$ cat config.mk
export PLATFORM = sky130hd
export DESIGN_NAME = relflip_assist
export DESIGN_NICKNAME = d
export VERILOG_FILES = /design/src/rtl/relflip_pkg.sv /design/src/rtl/relflip_marker.sv /design/src/rtl/relflip_veto.sv /design/src/rtl/relflip_assist.sv
export SDC_FILE = /design/constraint.sdc
export NUM_CORES = 1
export LEC_CHECK = 0
export BUFFER_PORTS_ARGS = -buffer_cell sky130_fd_sc_hd__buf_4
export CORE_MARGIN = 3
export CORE_UTILIZATION = 45
export CTS_CLUSTER_DIAMETER = 50
export DETAILED_ROUTE_END_ITERATION = 8
export PLACE_DENSITY_LB_ADDON = 0.08
export SETUP_SLACK_MARGIN = 0.4
export SYNTH_ARGS = -nofsm -noshare
export SYNTH_HDL_FRONTEND = slang
export SYNTH_SLANG_ARGS = --single-unit
$ cat constraint.sdc
create_clock -name clk -period 9.09 [get_ports clk]
set_input_delay 1.3635 -clock clk [delete_from_list [all_inputs] [get_ports clk]]
set_output_delay 1.3635 -clock clk [all_outputs]
set_load 0.02 [all_outputs]
$ cat src/rtl/relflip_pkg.sv
package relflip_pkg;

  typedef enum logic [1:0] {
    ST_IDLE = 2'd0,
    ST_REQ  = 2'd1,
    ST_WAIT = 2'd2
  } rf_state_e;

  // True when bit a is less reliable than bit b (lower index wins ties).
  function automatic logic ranks_before(input int rel_a, input int idx_a,
                                        input int rel_b, input int idx_b);
    return (rel_a < rel_b) || ((rel_a == rel_b) && (idx_a < idx_b));
  endfunction

  // Number of weak bits to pre-flip after a miscorrection: t+1-flips, held in [0, cap].
  function automatic int retry_width(input int t, input int nflips, input int cap);
    int k;
    k = t + 1 - nflips;
    if (k < 0) k = 0;
    if (k > cap) k = cap;
    return k;
  endfunction

endpackage

$ cat src/rtl/relflip_marker.sv
module relflip_marker
  import relflip_pkg::*;
#(
  parameter int N     = 16,
  parameter int RW    = 4,
  parameter int D0    = 3,
  parameter int DELTA = 12,
  parameter int KW    = 5
) (
  input  logic [N*RW-1:0] rel,
  input  logic [KW-1:0]   pick_k,
  output logic [N-1:0]    hrb,
  output logic [N-1:0]    hub,
  output logic [N-1:0]    pick
);
  localparam int H = N / 2;
  localparam logic [RW-1:0] DELTA_V = RW'(DELTA);

  always_comb begin
    for (int i = 0; i < N; i++) begin
      hrb[i] = (rel[i*RW +: RW] >= DELTA_V);
    end
    for (int i = 0; i < N; i++) begin
      int cnt;
      cnt     = 0;
      hub[i]  = 1'b0;
      pick[i] = 1'b0;
      if (i >= H && !hrb[i]) begin
        for (int j = H; j < N; j++) begin
          if (j != i && !hrb[j] &&
              ranks_before(int'(rel[j*RW +: RW]), j, int'(rel[i*RW +: RW]), i))
            cnt++;
        end
        hub[i]  = (cnt < D0);
        pick[i] = (cnt < int'(pick_k)) && (cnt < D0);
      end
    end
  end

endmodule

$ cat src/rtl/relflip_veto.sv
module relflip_veto #(
  parameter int N  = 16,
  parameter int KW = 5
) (
  input  logic [N-1:0]   flips,
  input  logic [N-1:0]   hrb,
  input  logic [N/2-1:0] xz,
  output logic           cross_hit,
  output logic           hrb_hit,
  output logic           miscorr,
  output logic [KW-1:0]  nflips
);
  localparam int H = N / 2;

  assign cross_hit = |(flips[H-1:0] & xz);
  assign hrb_hit   = |(flips[N-1:H] & hrb[N-1:H]);
  assign miscorr   = cross_hit | hrb_hit;
  assign nflips    = KW'($countones(flips));

endmodule

$ cat src/rtl/relflip_assist.sv
module relflip_assist
  import relflip_pkg::*;
#(
  parameter int N     = 16,
  parameter int RW    = 4,
  parameter int T     = 2,
  parameter int D0    = 3,
  parameter int DELTA = 12
) (
  input  logic              clk,
  input  logic              rst_n,
  input  logic              start,
  input  logic [N-1:0]      word_in,
  input  logic [N*RW-1:0]   rel_in,
  input  logic [N/2-1:0]    xz_in,
  output logic              dec_req,
  output logic [N-1:0]      dec_word,
  input  logic              dec_done,
  input  logic              dec_fail,
  input  logic [N-1:0]      dec_flips,
  output logic [N-1:0]      hrb_mask,
  output logic [N-1:0]      hub_mask,
  output logic              out_valid,
  output logic [N-1:0]      out_word,
  output logic              out_accept
);
  localparam int H  = N / 2;
  localparam int KW = $clog2(N + 1);

  rf_state_e         state_q;
  logic [N-1:0]      orig_q, cur_q;
  logic [N*RW-1:0]   rel_q;
  logic [H-1:0]      xz_q;
  logic              retry_q;
  logic              valid_q, accept_q;
  logic [N-1:0]      oword_q;

  logic [N-1:0]      pick_mask;
  logic [KW-1:0]     pick_k;
  logic              cross_hit, hrb_hit, miscorr;
  logic [KW-1:0]     nflips;

  // Named events for the assertions.
  logic              evt_result, fin_ok, give_up, take_retry;

  relflip_marker #(.N(N), .RW(RW), .D0(D0), .DELTA(DELTA), .KW(KW)) u_marker (
    .rel    (rel_q),
    .pick_k (pick_k),
    .hrb    (hrb_mask),
    .hub    (hub_mask),
    .pick   (pick_mask)
  );

  relflip_veto #(.N(N), .KW(KW)) u_veto (
    .flips     (dec_flips),
    .hrb       (hrb_mask),
    .xz        (xz_q),
    .cross_hit (cross_hit),
    .hrb_hit   (hrb_hit),
    .miscorr   (miscorr),
    .nflips    (nflips)
  );

  always_comb begin
    if (dec_fail) pick_k = KW'(1);
    else          pick_k = KW'(retry_width(T, int'(nflips), D0));
  end

  assign evt_result = (state_q == ST_WAIT) && dec_done;
  assign fin_ok     = evt_result && !dec_fail && !miscorr;
  assign give_up    = evt_result && !fin_ok && (retry_q || (hub_mask == '0));
  assign take_retry = evt_result && !fin_ok && !give_up;

  assign dec_req    = (state_q == ST_REQ);
  assign dec_word   = cur_q;
  assign out_valid  = valid_q;
  assign out_word   = oword_q;
  assign out_accept = accept_q;

  always_ff @(posedge clk) begin
    if (!rst_n) begin
      state_q  <= ST_IDLE;
      orig_q   <= '0;
      cur_q    <= '0;
      rel_q    <= '0;
      xz_q     <= '0;
      retry_q  <= 1'b0;
      valid_q  <= 1'b0;
      accept_q <= 1'b0;
      oword_q  <= '0;
    end else begin
      valid_q <= 1'b0;
      unique case (state_q)
        ST_IDLE: if (start) begin
          orig_q  <= word_in;
          cur_q   <= word_in;
          rel_q   <= rel_in;
          xz_q    <= xz_in;
          retry_q <= 1'b0;
          state_q <= ST_REQ;
        end
        ST_REQ: state_q <= ST_WAIT;
        ST_WAIT: begin
          if (fin_ok) begin
            oword_q  <= cur_q ^ dec_flips;
            accept_q <= 1'b1;
            valid_q  <= 1'b1;
            state_q  <= ST_IDLE;
          end else if (give_up) begin
            oword_q  <= orig_q;
            accept_q <= 1'b0;
            valid_q  <= 1'b1;
            state_q  <= ST_IDLE;
          end else if (take_retry) begin
            cur_q   <= orig_q ^ pick_mask;
            retry_q <= 1'b1;
            state_q <= ST_REQ;
          end
        end
        default: state_q <= ST_IDLE;
      endcase
    end
  end

  // weak marks stay within the limit and never sit on trusted bits.
  a_r2_hub_limit: assert property (@(posedge clk) disable iff (!rst_n)
    $countones(hub_mask) <= D0);
  a_r2_hub_not_hrb: assert property (@(posedge clk) disable iff (!rst_n)
    (hub_mask & hrb_mask) == '0);
  // an accepted word leaves every trusted newest-half bit as received.
  a_r4_accept_spares_hrb: assert property (@(posedge clk) disable iff (!rst_n)
    (valid_q && accept_q) |-> ((oword_q ^ orig_q) & {hrb_mask[N-1:H], {H{1'b0}}}) == '0);
  // a result on the redecode always ends the word.
  a_r5_single_retry: assert property (@(posedge clk) disable iff (!rst_n)
    (evt_result && retry_q) |=> (state_q == ST_IDLE) && valid_q);
  // a redecode word differs from the original (decoder proposes at most T flips).
  a_r6_retry_differs: assert property (@(posedge clk) disable iff (!rst_n)
    (dec_req && retry_q) |-> (dec_word != orig_q));
  // a rejected result carries the original word.
  a_r8_reject_restores: assert property (@(posedge clk) disable iff (!rst_n)
    (valid_q && !accept_q) |-> (oword_q == orig_q));

endmodule

Yosys cells after proc, flatten, opt, wreduce, memory -nomap -nowiden
Cells that the tools add are included.
- bits of input ports: 109
- logic and storage cells: 478
- flip-flop bits (word level): 125
- reductions and logical operators: 122
- bitwise operators: 5
- $lt $le $gt $ge: 90
- eq/ne operators: 35
- add/sub/neg operators: 64
- mux-type cells: 153
- operators with widths (cell ; number):
    $mux W32 ; 106
    $add A32 B2 Y32 const B ; 48
    $lt A32 B3 Y1 const B ; 8
    $lt A32 B6 Y1 ; 8
    $lt A4 B4 Y1 ; 56
    $eq A4 B4 Y1 ; 28
    $mux W16 ; 6
    $logic_and A1 B1 Y1 ; 70
    $ge A4 B4 Y1 const B ; 16
    $add A5 B5 Y5 ; 7
    $gt A32 B3 Y1 const B ; 1
    $mux W1 ; 32
    $pmux W16 S2 ; 1
    $xor A16 B16 Y16 ; 2
    $logic_or A1 B1 Y1 ; 29
    $add A1 B1 Y2 ; 8
    $and A8 B8 Y8 ; 2
    $logic_not A16 Y1 ; 1
    $reduce_or A8 Y1 ; 2
    $logic_not A1 Y1 ; 12
    $mux W5 ; 2
    $mux W2 ; 4
    $ne A2 B2 Y1 const B ; 4
    $reduce_and A2 Y1 ; 4
    other kinds (11) ; 12

Depth between registers and ports, before layout
- depth after elaboration: 34
- depth in mapped cells: 34
- depth with buffers taken out: 34

Modules after synthesis
Synthesis repeated with hierarchy kept, for this count alone.
- cells, all modules: 1703
- area, all modules: 13566.8 um2
- modules (own cells, without submodules) (module ; area an instance (um2) ; cells an instance ; instances):
    relflip_marker ; 7477.2 ; 981 ; 1
    relflip_assist ; 5524.0 ; 658 ; 1
    relflip_veto ; 565.5 ; 64 ; 1

Worst setup path before layout
No wires, ideal clock.
- path type: register -> output
- start: register rel_q[57]
- end: output hub_mask[14]
- stages on the path, launching flop included: 25
- data required time: 7727 ps
- path slack: 2236 ps
- arrival time: 5491 ps
- path through: dfxtp_1 -> inv_1 -> ha_1 -> nor2b_1 -> o211ai_1 -> a21boi_0 -> or2_2 -> inv_1 -> ha_1 -> xor2_1 -> inv_1 -> ha_1 -> mux2_2 -> ha_1 -> mux2_2 -> ha_1 -> mux2_2 -> ha_1 -> o211ai_1 -> nor3_1 -> o21ai_0 -> a21oi_1 -> a41o_1 -> or3_1 -> nor2_1
- word-level cells in the longest chain between the ends: 25
- elaborated cells between the ends (all ways): 49
- ends and longest elaborated chain (element ; line ; source):
    start, declared ; relflip_assist.sv:32 ; logic [N*RW-1:0] rel_q;
    start signal, assigned ; relflip_assist.sv:97 ; rel_q <= rel_in;
    $lt A4 B4 Y1 / $eq A4 B4 Y1 (equally long branches) ; relflip_pkg.sv:12 ; return (rel_a < rel_b) || ((rel_a == rel_b) && (idx_a < idx_b));
    $logic_or A1 B1 Y1 ; relflip_pkg.sv:12 ;
    $logic_and A1 B1 Y1 ; relflip_marker.sv:30 ; if (j != i && !hrb[j] &&
    $mux W1 ; relflip_marker.sv:30 ;
    $mux W32 ; relflip_marker.sv:28 ; if (i >= H && !hrb[i]) begin
    $add A32 B2 Y32 ; relflip_marker.sv:32 ; cnt++;
    $mux W32 ; relflip_marker.sv:30 ;
    $mux W32 ; relflip_marker.sv:28 ;
    [... 9 more ...] ; n/a ;
    $add A32 B2 Y32 ; relflip_marker.sv:32 ;
    $mux W32 ; relflip_marker.sv:30 ;
    $mux W32 ; relflip_marker.sv:28 ;
    $add A32 B2 Y32 ; relflip_marker.sv:32 ;
    $mux W32 ; relflip_marker.sv:30 ;
    $mux W32 ; relflip_marker.sv:28 ;
    $lt A32 B3 Y1 ; relflip_marker.sv:34 ; hub[i] = (cnt < D0);
    $mux W1 (*) ; relflip_marker.sv:28 ;
    end, declared ; relflip_assist.sv:22 ; output logic [N-1:0] hub_mask,
Every way passes the cells marked *; elsewhere a longest branch is shown, timed or not. The select of a mux whose other input is x is not followed.

Final worst setup path
- start: register rel_q[61]
- end: output hub_mask[15]
The elaborated chain is that of the path after synthesis.

==> flow_metrics.tcl <==
set metrics [dict create \
    cts.reportedPaths.clkPinSlew_ns 0.08 \
    cts_resized 0 \
    post-cts-setup-buffers 0 \
    cts.sinks 109 \
    pin_count 176 \
    coreArea_um2 27300 \
    ys_async_sr_fraction_pct 0 \
    synthesis.area_um2 12600 \
    hold_class "register to register" \
    first_pass_iters 5 \
    crit_path_start_kind "register" \
    peakVddDrop_uv 214 \
    drt-total-wl_um 39100 \
    grt_first_pass_wirelength_um 62700 \
    holdPathEnd "rel_q[26]" \
    setup_violations 0 \
    fin_crit_sh_pct 88.0 \
    layout-drive-gt1-share_pct 13.7 \
    worstReg2RegStart "rel_q[61]" \
    area.growth.synth_to_final_pct 14.3 \
    hold_depth 2 \
    ctsHoldBuffers 0 \
    critPathKind "register to output pin" \
    power_leakage_uw 0.00678 \
    ys_ff_latch 109 \
    drv_slew 0 \
    status "completed" \
    slew_headroom_pct 23.4 \
    synth-seq-area-share_pct 17.3 \
    dr.first_iter.drc_count 675 \
    cts_htree_levels 3 \
    drc 0 \
    rr_worst_depth 29 \
    grt_usage_pct 25.6 \
    hold-worst-slack_ns 0.453 \
    r2r_slack_ns 1.54 \
    layout_common_cells "nand2_1 (263), ha_1 (205), buf_4 (161)" \
    dp.cells 2099 \
    num_rows 60 \
    dp_hpwl_um 31000 \
    clock.fmax_mhz 125 \
    grt_setup_unrepaired "false" \
    final_area_um2 14400 \
    antenna_found_initial 0 \
    finalSetupTns_ns 0 \
    finalHoldViolations 0 \
    cts_root_buf "clkbuf_16" \
    postPlaceCellArea_um2 14100 \
    synth_area_leader_cell "ha_1" \
    synth_edf_count 0 \
    min_from "rel_q[26]" \
    cts_buffers 9 \
    cts_tree "done" \
    synth.area.top_cells "ha_1 (20%), dfxtp_1 (17%), nand2_1 (7.8%)" \
    die_y_um 173 \
    start_util_pct 46.3 \
    cts_buffer_depth 2 \
    power_density_nw_per_um2 418 \
    finalCriticalPeriod_ns 8.00 \
    die-width_um 173 \
    drv_cap 0 \
    io_buffers 151 \
    cpLargestDelayFamily "compound AO/OA/AOI/OAI gates" \
    worst_pin_slew_ns 1.14 \
    cpMostUsedCell "inv_1" \
    slowest_delay_ns 0.72 \
    worstPathRequired_ns 7.73 \
    ys.flop_type "dfxtp_1" \
    final_cells 2114 \
    insertedDiodeCount 0 \
    die_area_um2 30100 \
    synthCells 1596 \
    critPathSlowestCell "o21ai_0" \
    final_common_cell "nand2_1" \
    path_buf_inv 6 \
    ant_nets 0 \
    gp_congestion 0.886 \
    viasPerCell 5.68 \
    grt_pass1_vias 11700 \
    crit_fanout 6 \
    synth_top_area_share_pct 20.3 \
    vias 12000 \
    yosysUniqueCellTypes 90 \
    post_drt_wl_per_cell_um 18.5 \
    nNetsFinal 2063 \
    insertion_delay_ns 0.35 \
    synth_warnings 0 \
    r2r_end "dec_word[2]" \
    grt_max_degree 79 \
    crit_arrival_ns 6.64 \
    grt_overflow 0 \
    cp-end-kind "output pin" \
    skew_ns 0.0172 \
    postSynthAreaPerCell_um2 7.91 \
]
[cells in the mapped netlist, drive strengths merged (11+ instances only)]
library cell,number
clkbuf,43
nand2b,25
a21oi,152
and2,22
and3,16
a21o,19
nand2,265
buf,17
nand4,25
fa,11
o21ai,62
inv,103
a211oi,12
xnor2,37
mux2,21
nand3,27
xnor3,12
dfxtp,109
nor3,29
xor2,52
nor2b,28
or2,11
o211ai,21
nor2,66
ha,205
o21a,14
mux2i,26
[through the flow]
| stage | power, uW | utilization [%] | setup slack [ns] |
|---|---|---|---|
| after floorplan | 4340 | - | 2.24 |
| after global placement | 5540 | 51.9 | 1.47 |
| after detailed placement | 5640 | 51.9 | 1.34 |
| after CTS | 6060 | 53.0 | 1.10 |
| after global routing | 6690 | 53.0 | 0.612 |
| final | 6030 | 53.0 | 1.09 |
[worst max-delay path by stage]
stage | slack [ns] | depth (start not counted) | startpoint | end
after floorplan | 2.24 | 24 | rel_q[57] | hub_mask[14]
after global placement | 1.47 | 26 | dec_flips[1] | dec_word[10]
after detailed placement | 1.34 | 26 | dec_flips[1] | dec_word[10]
after CTS | 1.10 | 25 | rel_q[61] | hub_mask[15]
after global routing | 0.61 | 25 | rel_q[61] | hub_mask[15]
final | 1.09 | 25 | rel_q[61] | hub_mask[15]
[routing by layer]
| layer | vias up | routed length [um] | GRT usage (%) |
|---|---|---|---|
| met4 | 0 | 745 | 6.25 |
| met3 | 48 | 2710 | 5.21 |
| met2 | 311 | 18100 | 43.5 |
| li1 | 5984 | - | - |
| met1 | 5657 | 17500 | 33.3 |
| met5 | - | 0 | 0 |
[where the power goes]
group | internal [uW] | leakage, uW | switching (uW)
clock network | 191 | 0.000136 | 196
registers | 512 | 0.000893 | 43.9
logic | 2200 | 0.00575 | 2880
total | 2910 | 0.00678 | 3120
[cells by family (layout without fill, tap and decap cells)]
family	Yosys count	after routing	share of synthesized area, %
simple gates	558	558	21.0
compound gates	396	396	21.4
fa+ha+maj	217	217	22.1
buf+inv	163	279	5.24
flops	109	109	17.3
xor+xnor	104	104	8.95
mux	47	47	3.96
other cells	2	32	0.0595
[area by class of cell]
type	count	area, um2
clock buffers	9	225
clock inverters	6	61.3
fillers	2709	12800
inverters	103	387
multi-input cells	1354	9900
flip-flops and latches	109	2180
well taps	372	465
repair buffers	161	1210
[flip-flops by register name (all words and copies together) (netlist names)]
register,flops
dec_word,16
orig_q,16
out_accept,1
out_valid,1
out_word,16
rel_q,48
retry_q,1
state_q,2
xz_q,8
[worst min-delay path, cell delays in order (launching register included)]
cell	delay, ns
dfxtp_1	0.31
nand2_1	0.05
a21oi_1	0.05
(Power assumes the default switching activity.)
